`config.mk`:
```
export PLATFORM = sky130hd
export DESIGN_NAME = mbc_bridge_ctrl
export DESIGN_NICKNAME = d
export VERILOG_FILES = /design/src/rtl/mbc_pkg.sv /design/src/rtl/mbc_input_decode.sv /design/src/rtl/mbc_hall_latch.sv /design/src/rtl/mbc_thermal_guard.sv /design/src/rtl/mbc_gate_sequencer.sv /design/src/rtl/mbc_bridge_ctrl.sv
export SDC_FILE = /design/constraint.sdc
export NUM_CORES = 1
export LEC_CHECK = 0
export BUFFER_PORTS_ARGS = -buffer_cell sky130_fd_sc_hd__buf_2
export CAP_MARGIN = 25
export CORE_MARGIN = 1.5
export CORE_UTILIZATION = 40
export CTS_CLUSTER_SIZE = 20
export DETAILED_ROUTE_END_ITERATION = 10
export PLACE_DENSITY = 0.56
export REMOVE_ABC_BUFFERS = 1
export SLEW_MARGIN = 20
export SYNTH_ARGS = -nofsm -noshare
export SYNTH_HDL_FRONTEND = slang
export SYNTH_SLANG_ARGS = --single-unit
export TNS_END_PERCENT = 5
```
`constraint.sdc`:
```
create_clock -name clk -period 2.1 [get_ports clk]
set_input_delay 0.315 -clock clk [delete_from_list [all_inputs] [get_ports clk]]
set_output_delay 0.315 -clock clk [all_outputs]
set_load 0.01 [all_outputs]
```
`src/rtl/mbc_pkg.sv`:
```
// Package: shared types and gate encoding for the single-pin bridge controller.
// Assumes the gate vector is ordered {hs1, ls1, hs2, ls2}.
package mbc_pkg;

    typedef enum logic [1:0] {
        MODE_RUN   = 2'd0,
        MODE_BRAKE = 2'd1,
        MODE_SLEEP = 2'd2
    } mode_e;

    localparam int GATE_W = 4;
    localparam int G_HS1  = 3;
    localparam int G_LS1  = 2;
    localparam int G_HS2  = 1;
    localparam int G_LS2  = 0;

    // Maps the requested action to a gate pattern; drive wins over brake.
    function automatic logic [GATE_W-1:0] gate_pattern(input logic drive,
                                                       input logic brake,
                                                       input logic dir);
        logic [GATE_W-1:0] g;
        g = '0;
        if (drive) begin
            if (dir) begin
                g[G_HS1] = 1'b1;
                g[G_LS2] = 1'b1;
            end else begin
                g[G_HS2] = 1'b1;
                g[G_LS1] = 1'b1;
            end
        end else if (brake) begin
            g[G_LS1] = 1'b1;
            g[G_LS2] = 1'b1;
        end
        return g;
    endfunction

endpackage

```
`src/rtl/mbc_input_decode.sv`:
```
// Module: synchronises the control level and measures how long it stays low.
// Assumes ctl_in is asynchronous. The low-time count saturates at PREBRAKE_CYC
// and clears whenever the synchronised level is high.
module mbc_input_decode #(
    parameter int PREBRAKE_CYC = 250000
) (
    input  logic clk,
    input  logic rst_n,
    input  logic ctl_in,
    output logic ctl_lvl,
    output logic low_long
);
    localparam int LW = $clog2(PREBRAKE_CYC + 1);

    logic             sync_a;
    logic             sync_b;
    logic [LW-1:0]    low_cnt;

    // Two-flop synchroniser for the control level.
    always_ff @(posedge clk) begin
        if (!rst_n) begin
            sync_a <= 1'b0;
            sync_b <= 1'b0;
        end else begin
            sync_a <= ctl_in;
            sync_b <= sync_a;
        end
    end

    // Saturating low-duration counter, cleared by a high level.
    always_ff @(posedge clk) begin
        if (!rst_n) begin
            low_cnt <= '0;
        end else if (sync_b) begin
            low_cnt <= '0;
        end else if (low_cnt != LW'(PREBRAKE_CYC)) begin
            low_cnt <= low_cnt + LW'(1);
        end
    end

    assign ctl_lvl  = sync_b;
    assign low_long = (low_cnt == LW'(PREBRAKE_CYC));

    // a high level always clears the long-low indication by the next cycle.
    assert_high_clears_R4: assert property (@(posedge clk) disable iff (!rst_n)
        ctl_lvl |=> !low_long);

endmodule

```
`src/rtl/mbc_hall_latch.sv`:
```
// Module: turns the signed field code into a latched polarity with hysteresis
// and flags each polarity change. Assumes RP_LEVEL < OP_LEVEL.
module mbc_hall_latch #(
    parameter int FIELD_W  = 8,
    parameter int OP_LEVEL = 35,
    parameter int RP_LEVEL = -35
) (
    input  logic                      clk,
    input  logic                      rst_n,
    input  logic signed [FIELD_W-1:0] field_in,
    output logic                      pol,
    output logic                      hall_edge
);
    localparam logic signed [FIELD_W-1:0] OP_CODE = FIELD_W'(OP_LEVEL);
    localparam logic signed [FIELD_W-1:0] RP_CODE = FIELD_W'(RP_LEVEL);

    logic pol_prev;
    logic in_band;

    assign in_band = (field_in > RP_CODE) && (field_in < OP_CODE);

    // Hysteretic polarity latch plus a one-cycle history for edge detection.
    always_ff @(posedge clk) begin
        if (!rst_n) begin
            pol      <= 1'b0;
            pol_prev <= 1'b0;
        end else begin
            pol_prev <= pol;
            if (field_in >= OP_CODE) begin
                pol <= 1'b1;
            end else if (field_in <= RP_CODE) begin
                pol <= 1'b0;
            end
        end
    end

    assign hall_edge = (pol != pol_prev);

    // a field inside the hysteresis band holds the latched polarity.
    assert_band_hold_R3: assert property (@(posedge clk) disable iff (!rst_n)
        in_band |=> $stable(pol));

endmodule

```
`src/rtl/mbc_thermal_guard.sv`:
```
// Module: over-temperature flag with a trip level and a release margin.
// Assumes one code LSB per degree and HYST_LEVEL below TRIP_LEVEL.
module mbc_thermal_guard #(
    parameter int TEMP_W     = 8,
    parameter int TRIP_LEVEL = 165,
    parameter int HYST_LEVEL = 20
) (
    input  logic              clk,
    input  logic              rst_n,
    input  logic [TEMP_W-1:0] temp_in,
    output logic              hot
);
    localparam logic [TEMP_W-1:0] TRIP_CODE  = TEMP_W'(TRIP_LEVEL);
    localparam logic [TEMP_W-1:0] CLEAR_CODE = TEMP_W'(TRIP_LEVEL - HYST_LEVEL);

    // Set at the trip code, cleared only at or below the release code.
    always_ff @(posedge clk) begin
        if (!rst_n) begin
            hot <= 1'b0;
        end else if (temp_in >= TRIP_CODE) begin
            hot <= 1'b1;
        end else if (temp_in <= CLEAR_CODE) begin
            hot <= 1'b0;
        end
    end

    // the flag drops only after the temperature reached the release code.
    assert_release_margin_R8: assert property (@(posedge clk) disable iff (!rst_n)
        ($past(hot) && !hot) |-> ($past(temp_in) <= CLEAR_CODE));

endmodule

```
`src/rtl/mbc_gate_sequencer.sv`:
```
// Module: applies the requested gate pattern and inserts an all-off gap.
// A pattern turns off at once. A new pattern loads only after DEAD_CYC
// further cycles with all gates off.
module mbc_gate_sequencer import mbc_pkg::*; #(
    parameter int DEAD_CYC = 4
) (
    input  logic              clk,
    input  logic              rst_n,
    input  logic [GATE_W-1:0] want,
    output logic [GATE_W-1:0] gates
);
    localparam int DW = $clog2(DEAD_CYC + 2);

    logic [DW-1:0] dead_cnt;

    // Gate register with the dead-time countdown.
    always_ff @(posedge clk) begin
        if (!rst_n) begin
            gates    <= '0;
            dead_cnt <= '0;
        end else if (gates != '0 && gates != want) begin
            gates    <= '0;
            dead_cnt <= DW'(DEAD_CYC);
        end else if (gates == '0 && dead_cnt != '0) begin
            dead_cnt <= dead_cnt - DW'(1);
        end else if (gates == '0) begin
            gates <= want;
        end
    end

    // no leg ever conducts high side and low side together.
    assert_leg_safe_R10: assert property (@(posedge clk) disable iff (!rst_n)
        !(gates[G_HS1] && gates[G_LS1]) && !(gates[G_HS2] && gates[G_LS2]));

    // a non-zero pattern never turns directly into a different one.
    assert_dead_gap_R10: assert property (@(posedge clk) disable iff (!rst_n)
        ($past(gates) != '0 && gates != '0) |-> (gates == $past(gates)));

endmodule

```
`src/rtl/mbc_bridge_ctrl.sv`:
```
// Module: top of the single-pin bridge controller. Holds the run/brake/sleep
// mode, the stall watchdog and kick, and forms the gate request. Assumes
// BRAKE_CYC >= 1, STALL_CYC >= 2 and KICK_CYC >= 1. All times are in clocks.
module mbc_bridge_ctrl import mbc_pkg::*; #(
    parameter int FIELD_W      = 8,
    parameter int TEMP_W       = 8,
    parameter int OP_LEVEL     = 35,
    parameter int RP_LEVEL     = -35,
    parameter int TRIP_LEVEL   = 165,
    parameter int HYST_LEVEL   = 20,
    parameter int PREBRAKE_CYC = 250000,
    parameter int BRAKE_CYC    = 1000000,
    parameter int STALL_CYC    = 20000000,
    parameter int KICK_CYC     = 500000,
    parameter int DEAD_CYC     = 4
) (
    input  logic                      clk,
    input  logic                      rst_n,
    input  logic                      ctl_in,
    input  logic signed [FIELD_W-1:0] field_in,
    input  logic [TEMP_W-1:0]         temp_in,
    output logic                      hs1_en,
    output logic                      ls1_en,
    output logic                      hs2_en,
    output logic                      ls2_en,
    output logic                      sleep_o
);
    localparam int BW  = $clog2(BRAKE_CYC + 1);
    localparam int STW = $clog2(STALL_CYC + 1);
    localparam int KW  = $clog2(KICK_CYC + 1);

    logic              ctl_lvl;
    logic              low_long;
    logic              pol;
    logic              hall_edge;
    logic              hot;
    logic [GATE_W-1:0] want;
    logic [GATE_W-1:0] gates;
    mode_e             mode;
    logic [BW-1:0]     brk_cnt;
    logic [STW-1:0]    stall_cnt;
    logic [KW-1:0]     kick_cnt;
    logic              drive_on;
    logic              brake_on;
    logic              dir;

    mbc_input_decode #(.PREBRAKE_CYC(PREBRAKE_CYC)) u_decode (
        .clk(clk), .rst_n(rst_n), .ctl_in(ctl_in),
        .ctl_lvl(ctl_lvl), .low_long(low_long)
    );

    mbc_hall_latch #(.FIELD_W(FIELD_W), .OP_LEVEL(OP_LEVEL), .RP_LEVEL(RP_LEVEL)) u_hall (
        .clk(clk), .rst_n(rst_n), .field_in(field_in),
        .pol(pol), .hall_edge(hall_edge)
    );

    mbc_thermal_guard #(.TEMP_W(TEMP_W), .TRIP_LEVEL(TRIP_LEVEL), .HYST_LEVEL(HYST_LEVEL)) u_thermal (
        .clk(clk), .rst_n(rst_n), .temp_in(temp_in), .hot(hot)
    );

    // Mode sequence: run -> brake (timed) -> sleep -> run on a high level.
    always_ff @(posedge clk) begin
        if (!rst_n) begin
            mode    <= MODE_SLEEP;
            brk_cnt <= '0;
        end else begin
            case (mode)
                MODE_RUN: begin
                    if (low_long) begin
                        mode    <= MODE_BRAKE;
                        brk_cnt <= '0;
                    end
                end
                MODE_BRAKE: begin
                    if (brk_cnt == BW'(BRAKE_CYC - 1)) begin
                        mode <= MODE_SLEEP;
                    end else begin
                        brk_cnt <= brk_cnt + BW'(1);
                    end
                end
                MODE_SLEEP: begin
                    if (ctl_lvl) begin
                        mode <= MODE_RUN;
                    end
                end
                default: mode <= MODE_SLEEP;
            endcase
        end
    end

    // Stall watchdog and reverse-drive kick, active only while running cool.
    always_ff @(posedge clk) begin
        if (!rst_n || mode != MODE_RUN || hot) begin
            stall_cnt <= '0;
            kick_cnt  <= '0;
        end else if (kick_cnt != '0) begin
            kick_cnt  <= kick_cnt - KW'(1);
            stall_cnt <= '0;
        end else if (hall_edge) begin
            stall_cnt <= '0;
        end else if (stall_cnt == STW'(STALL_CYC - 1)) begin
            stall_cnt <= '0;
            kick_cnt  <= KW'(KICK_CYC);
        end else begin
            stall_cnt <= stall_cnt + STW'(1);
        end
    end

    // Gate request from mode, control level, temperature and direction.
    always_comb begin
        drive_on = (mode == MODE_RUN) && ctl_lvl && !hot;
        brake_on = (mode == MODE_BRAKE) && !hot;
        dir      = pol ^ (kick_cnt != '0);
        want     = gate_pattern(drive_on, brake_on, dir);
    end

    mbc_gate_sequencer #(.DEAD_CYC(DEAD_CYC)) u_gates (
        .clk(clk), .rst_n(rst_n), .want(want), .gates(gates)
    );

    assign hs1_en  = gates[G_HS1];
    assign ls1_en  = gates[G_LS1];
    assign hs2_en  = gates[G_HS2];
    assign ls2_en  = gates[G_LS2];
    assign sleep_o = (mode == MODE_SLEEP);

    // a raised hot flag has all gates off one cycle later.
    assert_hot_off_R8: assert property (@(posedge clk) disable iff (!rst_n)
        hot |=> (gates == '0));

    // settled sleep keeps every gate off.
    assert_sleep_quiet_R6: assert property (@(posedge clk) disable iff (!rst_n)
        (mode == MODE_SLEEP && $past(mode) == MODE_SLEEP) |-> (gates == '0));

    // sleep is left only when the control level is high.
    assert_stay_asleep_R6: assert property (@(posedge clk) disable iff (!rst_n)
        (mode == MODE_SLEEP && !ctl_lvl) |=> (mode == MODE_SLEEP));

endmodule

```
==> results of run 1 <==
[repair_timing]
action	4_1_cts	5_1_grt
gates resized for setup	34	35
hold endpoints to repair	0	0
pin swaps	16	17
setup endpoints to repair	57	66
setup buffers	16	3
[cells in the mapped netlist, types with 3 or more instances]
master	n
sky130_fd_sc_hd__nor2_2	5
sky130_fd_sc_hd__nor3b_1	3
sky130_fd_sc_hd__dfxtp_1	96
sky130_fd_sc_hd__nor4_1	11
sky130_fd_sc_hd__nand4_1	12
sky130_fd_sc_hd__nor2_1	75
sky130_fd_sc_hd__nor3_1	20
sky130_fd_sc_hd__xor2_1	32
sky130_fd_sc_hd__nor2_4	9
sky130_fd_sc_hd__a21oi_1	30
sky130_fd_sc_hd__nor4b_1	7
sky130_fd_sc_hd__nand3_1	31
sky130_fd_sc_hd__ha_1	7
sky130_fd_sc_hd__nand2_1	46
sky130_fd_sc_hd__inv_1	18
sky130_fd_sc_hd__and4_1	6
sky130_fd_sc_hd__o21ai_0	23
sky130_fd_sc_hd__and3_1	14
sky130_fd_sc_hd__buf_6	3
sky130_fd_sc_hd__or3_1	10
sky130_fd_sc_hd__xnor2_1	27
sky130_fd_sc_hd__and2_1	5
sky130_fd_sc_hd__clkbuf_1	7
sky130_fd_sc_hd__nor2b_1	6
sky130_fd_sc_hd__or4_1	3
sky130_fd_sc_hd__nand3b_1	4
sky130_fd_sc_hd__a211oi_1	5
[how the worst max path moves through the flow]
| stage | from | depth (start not counted) | endpoint | slack [ns] |
|---|---|---|---|---|
| after detailed placement | kick_cnt[1]$_SDFFE_PP0P_ | 8 | u_gates.dead_cnt[2]$_SDFFE_PN0P_ | -0.24 |
| final | kick_cnt[1]$_SDFFE_PP0P_ | 9 | stall_cnt[11]$_SDFF_PP0_ | -0.20 |
| after CTS | kick_cnt[1]$_SDFFE_PP0P_ | 17 | kick_cnt[1]$_SDFFE_PP0P_ | -0.16 |
| after global routing | kick_cnt[1]$_SDFFE_PP0P_ | 9 | stall_cnt[11]$_SDFF_PP0_ | -0.28 |
| after floorplan | kick_cnt[0]$_SDFFE_PP0P_ | 7 | stall_cnt[17]$_SDFF_PP0_ | -0.58 |
| after global placement | u_decode.low_cnt[0]$_SDFFE_PP0N_ | 9 | brk_cnt[13]$_SDFFE_PN0P_ | -0.17 |
[kinds of logic after synthesis]
family	synth area share (%)
multiplexers	0.414
adder cells (fa/ha/maj)	1.81
AND/OR/NAND/NOR	32.9
buffers and inverters	3.36
AO/OA/AOI/OAI	11.1
XOR/XNOR	10.7
flip-flops	39.8
[state kept, by name, summed over array words and instances (netlist names)]
register and cells:
u_gates.gates 4, u_hall.pol_prev 1, u_hall.pol 1, u_decode.low_cnt 18
stall_cnt 25, u_thermal.hot 1, kick_cnt 19, brk_cnt 20
mode 2, u_decode.sync_a 1, u_gates.dead_cnt 3, u_decode.ctl_lvl 1
[through the flow]
step                      hold WS [ns]  util, %
after floorplan                  0.412        -
after global placement           0.419     48.8
after detailed placement         0.419     48.8
after CTS                        0.175     53.8
after global routing             0.189     54.9
final                            0.184     54.9
[layout make-up]
type | instances | area share [%]
sequential | 96 | 30.2
multi-input combinational | 439 | 46.9
clock buffer | 14 | 4.61
tap | 143 | 2.80
timing repair buffer | 121 | 14.3
inverter | 18 | 1.06
clock inverter | 2 | 0.157
[worst max-delay path: cells and delay by family, from the launching register on]
family,cells,cell delay (ns)
adders and majority gates,1,0.11
DFF,1,0.33
buffers and inverters,3,0.34
and+or+nand+nor,5,1.46
[routing by layer]
metal  global-route usage, %  vias up  wire length, um
li1                        -     2250                -
met1                    25.0     2032             5520
met2                    29.3       68             5060
met3                    3.21       16              366
met4                    8.58        0              266
met5                       0        -                0
[power by group through the flow]
stage	combinational [mW]	sequential [mW]	clock (mW)
6_report	0.296	1.88	1.64
5_1_grt	0.339	1.88	1.77
4_1_cts	0.292	1.88	1.70
3_5_place_dp	0.283	1.92	0
3_3_place_gp	0.273	1.92	0
2_1_floorplan	0.185	1.92	0
==> impl_summary.md, run 1 <==
Yosys
The synthesized netlist contains 67 unique library cells. In the post-synthesis netlist, the biggest area contributors are sky130_fd_sc_hd__dfxtp_1 40%, sky130_fd_sc_hd__nor2_1 5.8%, sky130_fd_sc_hd__xor2_1 5.8%, sky130_fd_sc_hd__xnor2_1 4.9%, sky130_fd_sc_hd__nand2_1 3.6%. Counting every instance in the synthesized netlist gives approximately 570. The number of storage elements in the synthesis netlist is between 90 and 100. The area share of the leading cell type in the synthesized netlist is about two fifths. Counting flops with a built-in enable in the synthesized netlist gives 0. The number of synthesis warnings is 0. The synthesized netlist occupies a cell area of 4830 sq um. The average cell area after synthesis is 8.54 sq um. Summing the sequential cell areas from Yosys gives a little under 40% of the chip area. The most used flip-flop cell after synthesis is sky130_fd_sc_hd__dfxtp_1. The cell accounting for the most synthesized area is sky130_fd_sc_hd__dfxtp_1. After synthesis, the share of flip-flops with an asynchronous set or reset is 0%.

STA
The part of the cycle the worst path needs is 110%. The final count of negative-setup-slack endpoints is between 40 and 50. The number of pins exceeding their max-slew limit in the final report is 0. The final count of hold timing violations is 0. Setup slack on the critical path of the routed design comes to -0.200 ns. The relative max-transition margin is 60.5%. Setup repair after global routing could not meet its margin everywhere. Based on the critical path, the design can be clocked at up to 0.435 GHz. At the pin with the least slew margin, the transition time is 0.591 ns.

The worst clock skew is between 0.005 and 0.006 ns. The final setup TNS is -6.12 ns. The final critical path time including I/O delays and setup is 2.30 ns.

Drt
The routed design has ~11000 um of wire. For this run, the detailed router's first-pass iteration total came to 4. In the final routed layout, each cell accounts on average for 13.5 um.

The detailed router placed roughly 4400 vias in this run. In the routed design, unresolved DRC markers number 0. The residual antenna-violating net count after detailed routing is 0. The first-iteration detailed-routing DRC count is approximately 180.

After detailed routing, the number of vias per cell comes to between 5 and 6.

Setup path
At the worst endpoint, the required time is approximately 2.4 ns. The critical path goes through inv_2 > buf_6 > ha_4 > or3b_4 > or3_4 > nor2_4 > or4b_4 > buf_12 > nor2_1. In this run the critical register-to-register path is launched from kick_cnt[1]$_SDFFE_PP0P_. Across all register-to-register paths, the minimum setup slack is -0.20 ns. The category of the worst setup path launch point is a register. The cell with the largest stage delay on the worst path is sky130_fd_sc_hd__or4b_4. The largest driver fanout on the critical path is 25. The endpoint identified for the worst register-to-register timing path is stall_cnt[11]$_SDFF_PP0_. The worst reg2reg path depth is 9. The critical path class is reg -> reg. The endpoint class of the critical path is a register. For the worst setup path, the data arrival time is 2.59 ns. The largest single stage delay on the critical path is around 0.48 ns.

Outcome
The flow ran to the end, but the final reports show violations. The checks that failed: negative setup slack.

Min path
The number of cells on the worst hold path is 2. The terminating pin of the worst hold path is u_thermal.hot$_SDFFE_PN0P_. The class of the worst hold path is in -> reg.

The start point of the worst min-delay path is temp_in[7].

Pwr
For this design the total switching power over the nets is 0.877 mW. Total power for the finished layout comes to 3.82 mW. Cell internal power was estimated by the tool at just under 3 mW. The switching share of power is 22.9%. The total leakage power is between 2 and 2.5 nW.

The share of total power dissipated in sequential elements is about half. The combinational share of power is slightly below 8%. For this design the ratio of total power to cell area is 599 nW/um^2. The peak supply drop is approximately 0.33 mV. The clock network power share is between 40% and 50%.

Floorplan
The floorplan step defined a core boundary enclosing ~12000 sq um. The die outline width is around 110 um. The number of top-level pins is 24. Once the floorplan was initialized, standard cells occupied 41.6% of the core. The initialized floorplan defines 39 standard-cell rows.

The die covers around 13000 sq um. The height of the die is around 110 um.

Clocking
Clock latency on the worst-skew pair, taken at its later pin, is ~0.35 ns. The maximum count of clock buffers along a single path is 2. The number of hold-repair buffers added at the cts stage is 0. For this design, the sink count on the clock tree is 96. The H-tree depth reported by CTS is 3. TritonCTS built the clock tree.

The clock-pin transition on the worst setup and hold timing paths is 0.06 ns. In this run, CTS created clock tree buffers numbering 9. The tree is rooted in a sky130_fd_sc_hd__clkbuf_16.

Final layout
The number of antenna diodes in the final layout is 0. The final net count is approximately 700. The count of cells in the finished layout, fillers not included, comes to around 830. The top cell types in the final layout, fill and taps aside, are 93 x sky130_fd_sc_hd__dfxtp_1, 88 x sky130_fd_sc_hd__buf_4, 74 x sky130_fd_sc_hd__nor2_1. The share of cells above drive strength 1 is between 30% and 40%. The library cell used most frequently in the layout, excluding fill and tap cells, is sky130_fd_sc_hd__dfxtp_1. The area used by sequential logic in the layout is approximately 1900 sq um. From synthesis to final layout, the design area changed by 32.0%. The area taken by multi-input logic gates is 2990 sq um. Fill cells in the final layout number between 1000 and 1500. The post-route cell area is about 6400 sq um.

Placement
The final weighted congestion in routability-driven placement is 0.787. Timing analysis after detailed placement gives a worst setup slack of -0.238 ns. Once placement completed, the tool counted placed cells totaling 799. The number of I/O port buffers is 23. The HPWL after detailed placement is 7830 um. The area after detailed placement is 5670 sq um.

GRT
The total congestion overflow is 0. Entering global routing, the biggest net connects 26 pins. The via count of the first global-routing pass is roughly 4100.

The overall global routing resource usage is a little under a fifth. The number of antenna violations at the first check in global routing is 0. The wire length of the first global-routing pass is about 19000 um.

Job
The count of max-cap constraint violations is 0.
Power figures use the tool's default switching activity.
==> inputs of run 2 (changes only) <==
--- a/config.mk
+++ b/config.mk
@@ -5,13 +5,14 @@
 export SDC_FILE = /design/constraint.sdc
 export NUM_CORES = 1
 export LEC_CHECK = 0
-export BUFFER_PORTS_ARGS = -buffer_cell sky130_fd_sc_hd__buf_2
 export CAP_MARGIN = 25
 export CORE_MARGIN = 1.5
 export CORE_UTILIZATION = 40
 export CTS_CLUSTER_SIZE = 20
 export DETAILED_ROUTE_END_ITERATION = 10
-export PLACE_DENSITY = 0.56
+export DONT_BUFFER_PORTS = 1
+export GPL_TIMING_DRIVEN = 0
+export PLACE_DENSITY = 0.54
 export REMOVE_ABC_BUFFERS = 1
 export SLEW_MARGIN = 20
 export SYNTH_ARGS = -nofsm -noshare
==> impl_summary.md, run 2 (synthesis gave the netlist of run 1 again) <==
Outcome
The flow ran to the end, but the final reports show violations. The checks that failed: negative setup slack.

Clocking
The number of hold-repair buffers added at the cts stage was 0 (unchanged). The clock tree from TritonCTS is built. The insertion delay of the later-clocked pin in the worst-skew pair is 0.35 ns (about the same). The H-tree depth reported by CTS is 3 (unchanged). The clock-pin transition on the worst setup and hold timing paths is 0.06 ns (about the same).

The total clock sinks is 96 (unchanged). The number of buffers added by the clock tree synthesis step was 9 (unchanged). The clock tree root driver cell is sky130_fd_sc_hd__clkbuf_16.

The maximum count of clock buffers along a single path is 2 (unchanged).

Min path
The number of cells on the worst hold path is 1 (-1). In this run the worst hold path is classified as in -> reg.

Pwr
The sequential share of power is 48.6% (-0.7 points). The peak supply drop came to 0.483 mV (+45%). The net switching power came to 0.871 mW (-0.68%). The combinational share of power is 6.5% (-1.2 points). The clock network power share was 44.9% (+1.9 points).

The internal power of the cells is 3.01 mW (+2.1%). The ratio of total power to cell area is 688 nW/um^2 (+15%). The total leakage power is 1.85 nW (-21%).

The switching share of power is 22.5% (-0.49 points).

Setup path
The category of the worst setup path launch point is a register. The worst register-to-register path ends at stall_cnt[19]$_SDFF_PP0_. The startpoint of the worst-slack reg-to-reg timing path is kick_cnt[0]$_SDFFE_PP0P_. The data arrival time of the critical path is 2.58 ns (about the same). The setup slack on the worst flop-to-flop path is -0.19 ns (about the same). The data required time of the critical path is 2.38 ns (about the same).

The most critical setup path has its startpoint at kick_cnt[0]$_SDFFE_PP0P_. The worst reg2reg path depth was 7 (-2). Grouping stages by cell kind, the critical path spends the most delay in simple AND/OR/NAND/NOR gates. The total buffers and inverters traversed by the critical path is 1 (-2). The delay of the slowest cell on the worst path is 0.58 ns (+0.10 ns). The worst setup path is of the reg -> reg kind. The signal on the critical path passes through inv_4 > ha_4 > or3b_4 > or3_4 > nor2_4 > or4b_4 > a21oi_2. The endpoint class of the critical path is a register. For this design, the slowest cell found on the critical path is sky130_fd_sc_hd__or4b_4. The cell count along the critical path is 7 (-2). The largest driver fanout on the critical path is 7 (-72%). Following the worst setup path forward leads to its endpoint at stall_cnt[19]$_SDFF_PP0_.

Floorplan
The height of the die is 113 um (unchanged). The number of top-level pins was 24 (unchanged). The placeable core region came to 11600 sq um (unchanged). The effective utilization at floorplan is 41.6% (unchanged). The number of standard-cell rows in the floorplan was 39 (unchanged).

The die outline width was 113 um (unchanged). The die area is 12800 sq um (unchanged).

Drt
The first-iteration detailed-routing DRC count came to 154 (-13%). The final routed wire length divided by cell count is 14.5 um (+7.7%). The first-pass detailed-route iteration total is 4 (unchanged). The residual antenna-violating net count after detailed routing is 0 (unchanged). The via count came to 4014 (-8.1%). The average via count per standard cell is 5.50 (+4.9%). The total wire length after detailed routing was 10600 um (-5.6%). The number of design rule violations left after detail routing was 0 (unchanged).

STA
The transition at the pin with the smallest max-transition slack is 0.721 ns (+0.130 ns). The smallest hold slack is 0.0907 ns (-0.0933 ns). The part of the cycle the worst path needs is 109% (-0.39 points). The slack of the critical path is -0.192 ns (+0.00809 ns). The final count of negative-setup-slack endpoints is 54 (+13%). The fmax is 0.436 GHz (+0.35%). The final count of hold timing violations is 0 (unchanged). The final critical path time including I/O delays and setup is 2.29 ns (-0.00809 ns). The relative max-transition margin came to 51.5% (-9.0 points). Setup repair after global routing could not meet its margin everywhere. The number of pins exceeding their max-slew limit in the final report is 0 (unchanged). The worst clock skew is 0.0109 ns (+0.00499 ns).

GRT
The number of antenna violations at the first check in global routing is 0 (unchanged). The maximum number of pins on one net before global-route repair is 19 (-27%). The via count of the first global-routing pass is 3591 (-13%).

The overall global routing resource usage is 17.4% (-1.2 points). The wire length of the first global-routing pass is 17700 um (-7.8%). The total congestion overflow is 0 (unchanged).

Final layout
The commonest non-fill, non-tap cell in the layout is sky130_fd_sc_hd__dfxtp_1. The count of inserted antenna diode cells is 0 (unchanged). The final net count is 608 (-14%). In the layout the commonest cells are 92 x sky130_fd_sc_hd__dfxtp_1, 73 x sky130_fd_sc_hd__nor2_1, 43 x sky130_fd_sc_hd__nand2_1. The largest registers in the layout are stall_cnt: 25 flops, brk_cnt: 20 flops, kick_cnt: 19 flops. The flip-flop count of the largest register, all copies and words added is 25 (unchanged).

The register name with the most flops is stall_cnt. The post-route cell area is 5640 sq um (-12%). The area added between synthesis and finish is 16.7%. The share of cells above drive strength 1 is 18.4% (-12 points).

Placement
The area after detailed placement came to 4940 sq um (-13%). The worst slack at placement was -0.772 ns (-0.534 ns). The number of I/O port buffers came to 0 (-100%). The final weighted congestion in routability-driven placement is 0.762 (-3.1%). The half-perimeter wire length of the detailed placement result is 6890 um (-12%).

Job
The count of max-cap constraint violations was 0 (unchanged).
[run 2: worst min path at each step]
stage / slack (ns) / start / end
after CTS: 0.08 / rst_n / u_decode.ctl_lvl$_SDFF_PN0_
after global routing: 0.07 / rst_n / u_gates.dead_cnt[2]$_SDFFE_PN0P_
final: 0.09 / rst_n / u_decode.ctl_lvl$_SDFF_PN0_
after global placement: 0.45 / rst_n / u_decode.ctl_lvl$_SDFF_PN0_
after floorplan: 0.41 / u_decode.sync_a$_SDFF_PN0_ / u_decode.ctl_lvl$_SDFF_PN0_
after detailed placement: 0.45 / rst_n / u_decode.sync_a$_SDFF_PN0_
[run 2: layer usage]
metal  GRT usage [%]  part of all wire (%)  up-vias
li1                -                     -     2052
met2            25.6                    44       57
met4            5.33                   1.2        0
met3            5.95                   4.0       10
met5               0                     0        -
met1            24.1                    51     1895
[run 2: through the flow]
stage / total power, mW / instances / TNS (ns) / utilization [%]
6_report: 3.88 / 730 / -6.79 / 48.6
5_1_grt: 4.06 / 730 / -11.85 / 48.6
4_1_cts: 3.92 / 727 / -8.77 / 47.6
3_5_place_dp: 2.16 / 698 / -29.68 / 42.6
3_3_place_gp: 2.15 / 696 / -52.13 / 42.4
2_1_floorplan: 2.10 / 553 / -20.14 / -
[run 2: area by class of cell]
| type | count | area [sq um] |
|---|---|---|
| fillers | 1129 | 5970 |
| repair buffers | 15 | 124 |
| clock inverters | 2 | 35.0 |
| flip-flops and latches | 96 | 1930 |
| multi-input cells | 442 | 3020 |
| clock buffers | 14 | 284 |
| inverters | 18 | 70.1 |
| well taps | 143 | 179 |
[run 2: what timing repair did]
item / CTS / global route
setup buffers: 10 / 3
pin swaps: 30 / 11
gates cloned: 3 / 0
endpoints found under the hold margin: 0 / 0
endpoints found under the setup margin: 68 / 65
resized for setup: 42 / 22
[run 2: power groups by stage]
stage	Combinational, mW	Clock (mW)	Sequential, mW
5_1_grt	0.290	1.88	1.89
3_3_place_gp	0.224	0	1.92
6_report	0.251	1.74	1.89
4_1_cts	0.247	1.79	1.88
3_5_place_dp	0.235	0	1.93
2_1_floorplan	0.185	0	1.92
==> inputs of run 3 (changes only) <==
--- a/config.mk
+++ b/config.mk
@@ -6,13 +6,15 @@
 export NUM_CORES = 1
 export LEC_CHECK = 0
 export CAP_MARGIN = 25
+export CELL_PAD_IN_SITES_DETAIL_PLACEMENT = 1
+export CELL_PAD_IN_SITES_GLOBAL_PLACEMENT = 2
 export CORE_MARGIN = 1.5
-export CORE_UTILIZATION = 40
+export CORE_UTILIZATION = 35
 export CTS_CLUSTER_SIZE = 20
 export DETAILED_ROUTE_END_ITERATION = 10
 export DONT_BUFFER_PORTS = 1
 export GPL_TIMING_DRIVEN = 0
-export PLACE_DENSITY = 0.54
+export PLACE_DENSITY = 0.73
 export REMOVE_ABC_BUFFERS = 1
 export SLEW_MARGIN = 20
 export SYNTH_ARGS = -nofsm -noshare
==> impl_summary.md, run 3 (synthesis gave the netlist of run 1 again) <==
Outcome
The run finished, with violations left. The checks that failed: negative setup slack.

Placement
The final weighted congestion in routability-driven placement is 0.737 (-3.4%). The number of I/O port buffers is 0 (unchanged). The half-perimeter wire length of the detailed placement result came to 8400 um (+22%).

Clocking
The insertion delay of the later-clocked pin in the worst-skew pair came to 0.35 ns (about the same). The total clock sinks is 96 (unchanged). The H-tree depth reported by CTS came to 3 (unchanged). The clock tree from TritonCTS is built.

The clock tree root driver cell is sky130_fd_sc_hd__clkbuf_16. The maximum count of clock buffers along a single path is 2 (unchanged). The number of buffers added by the clock tree synthesis step is 9 (unchanged). The clock-pin transition on the worst setup and hold timing paths is 0.07 ns (about the same). The number of hold-repair buffers added at the cts stage was 0 (unchanged).

Setup path
STA classifies the critical path endpoint as a register. The data arrival time of the critical path came to 2.62 ns (+0.04 ns). The data required time of the critical path is 2.38 ns (about the same).

The delay of the slowest cell on the worst path came to 0.60 ns (+0.02 ns). The slowest stage of the critical path belongs to the cell sky130_fd_sc_hd__or4b_4. The category of the worst setup path launch point is a register. Traced cell by cell, the critical path runs through inv_4 > ha_4 > or3b_4 > or3_4 > nor2_4 > or4b_4 > a21oi_2. The largest driver fanout on the critical path is 7 (unchanged). The worst setup path is of the reg -> reg kind.

Floorplan
The die outline width was 121 um (+6.7%). The placeable core region was 13300 sq um (+15%). The number of standard-cell rows in the floorplan is 42 (+7.7%). The height of the die came to 121 um (+6.7%).

The die area is 14500 sq um (+14%). The effective utilization at floorplan is 36.2% (-5.4 points). The number of top-level pins came to 24 (unchanged).

GRT
The number of antenna violations at the first check in global routing is 0 (unchanged). The total congestion overflow is 0 (unchanged). The wire length of the first global-routing pass was 21100 um (+19%). The via count of the first global-routing pass came to 4217 (+17%). The maximum number of pins on one net before global-route repair is 19 (unchanged). The overall global routing resource usage is 18.0% (+0.67 points).

STA
The worst clock skew is 0.00999 ns (-0.000942 ns). The part of the cycle the worst path needs is 112% (+2.4 points). The final count of negative-setup-slack endpoints is 53 (-1.9%). The transition at the pin with the smallest max-transition slack is 0.729 ns (+0.00752 ns).

The slack of the critical path was -0.243 ns (-0.0507 ns). The final setup TNS is -6.86 ns (-0.0675 ns). Setup repair after global routing could not meet its margin everywhere. The number of pins exceeding their max-slew limit in the final report came to 0 (unchanged).

The final critical path time including I/O delays and setup is 2.34 ns (+0.0507 ns). The final count of hold timing violations came to 0 (unchanged). The relative max-transition margin came to 51.0% (-0.51 points).

The fmax is 0.427 GHz (-2.2%).

Final layout
The largest registers in the layout are stall_cnt: 25 flops, brk_cnt: 20 flops, kick_cnt: 19 flops. The share of cells above drive strength 1 was 18.6% (+0.16 points). The flip-flop count of the largest register, all copies and words added was 25 (unchanged). The area added between synthesis and finish is 16.8% (about the same). The count of inserted antenna diode cells is 0 (unchanged).

The fill cell instance count of the final layout was 1574 (+39%). The register name with the most flops is stall_cnt. In the layout the commonest cells are 90 x sky130_fd_sc_hd__dfxtp_1, 73 x sky130_fd_sc_hd__nor2_1, 44 x sky130_fd_sc_hd__nand2_1. The final net count is 603 (-0.82%). The library cell used most frequently in the layout, excluding fill and tap cells, is sky130_fd_sc_hd__dfxtp_1. The final core utilization is 42.3% (-6.3 points).

Pwr
The ratio of total power to cell area is 678 nW/um^2 (-1.4%). The peak supply drop came to 0.379 mV (-22%). The total leakage power came to 1.83 nW (-0.92%).

Drt
The first-iteration detailed-routing DRC count was 168 (+9.1%). The final routed wire length divided by cell count is 16.3 um (+12%). The residual antenna-violating net count after detailed routing came to 0 (unchanged). The length of routed met2 wiring is 5850 um (+25%). The detailed-route wire length on metal 1 is 6030 um (+13%). The average via count per standard cell is 5.40 (-1.8%).

The total wire length after detailed routing is 12400 um (+17%). The first-pass detailed-route iteration total is 4 (unchanged). The total length of routed met3 wires is 332 um (-22%). In this run the top signal layer used is met4.

The via count is 4093 (+2.0%). The number of design rule violations left after detail routing is 0 (unchanged).

Min path
The class of the worst hold path is in -> reg.

Job
The count of max-cap constraint violations is 0 (unchanged).
==> run 3: changes by cell type in the layout (fill, tap and decap cells not counted), sizes merged <==
cell and delta:
clkbuf -4, clkinv +4, buf -5
==> run 3: final timing paths <==
path	slack [ns]	to	start	cells past startpoint
hold reg to reg	0.45	u_decode.ctl_lvl$_SDFF_PN0_	u_decode.sync_a$_SDFF_PN0_	1
setup / recovery	-0.24	stall_cnt[19]$_SDFF_PP0_	kick_cnt[0]$_SDFFE_PP0P_	7
hold / removal	0.09	u_thermal.hot$_SDFFE_PN0P_	temp_in[7]	1
setup reg to reg	-0.24	stall_cnt[19]$_SDFF_PP0_	kick_cnt[0]$_SDFFE_PP0P_	7
==> run 3: per-layer routing <==
layer  GRT usage [%]  vias up
met2            29.7       46
met3            4.20       12
li1                -     2032
met4            4.63        0
met1            23.8     2003
met5               0        -
==> run 3: worst max-delay path, delay by kind of cell (launching register included) <==
kind | cells | cell delay [ns]
flip-flops | 1 | 0.35
AND/OR/NAND/NOR | 4 | 1.59
adder cells (fa/ha/maj) | 1 | 0.12
buffers and inverters | 1 | 0.05
AO/OA/AOI/OAI | 1 | 0.14
==> run 3: report_power, final <==
group	switching, mW	total [mW]	internal, mW
combinational	0.160	0.258	0.0985
clock	0.731	1.68	0.950
sequential	0.0310	1.89	1.86
total	0.922	3.83	2.91
==> run 3: area by class of cell <==
class,count,area [sq um],area share [%]
Tap cell,176,220,3.90
Inverter,18,70.1,1.24
Clock inverter,6,58.8,1.04
Clock buffer,10,239,4.23
Sequential cell,96,1930,34.2
Multi-Input combinational cell,442,3050,54.0
Timing Repair Buffer,10,78.8,1.40
==> run 3: metrics by stage <==
stage	hold WS (ns)	worst slack (ns)	total power, mW	std cells	area, sq um
after CTS	0.0688	-0.258	3.90	758	5560
final	0.0882	-0.243	3.83	758	5650
after floorplan	0.412	-0.579	2.10	553	4740
after global routing	0.0769	-0.315	4.01	758	5650
after detailed placement	0.436	-0.821	2.17	730	4980
after global placement	0.418	-1.34	2.15	729	4960
==> run 3: timing repair <==
item                                    CTS  global route
pin swaps                                31             8
gates resized for setup                  48            18
gates cloned                              3             0
endpoints found under the setup margin   69            68
buffers inserted                          9             0
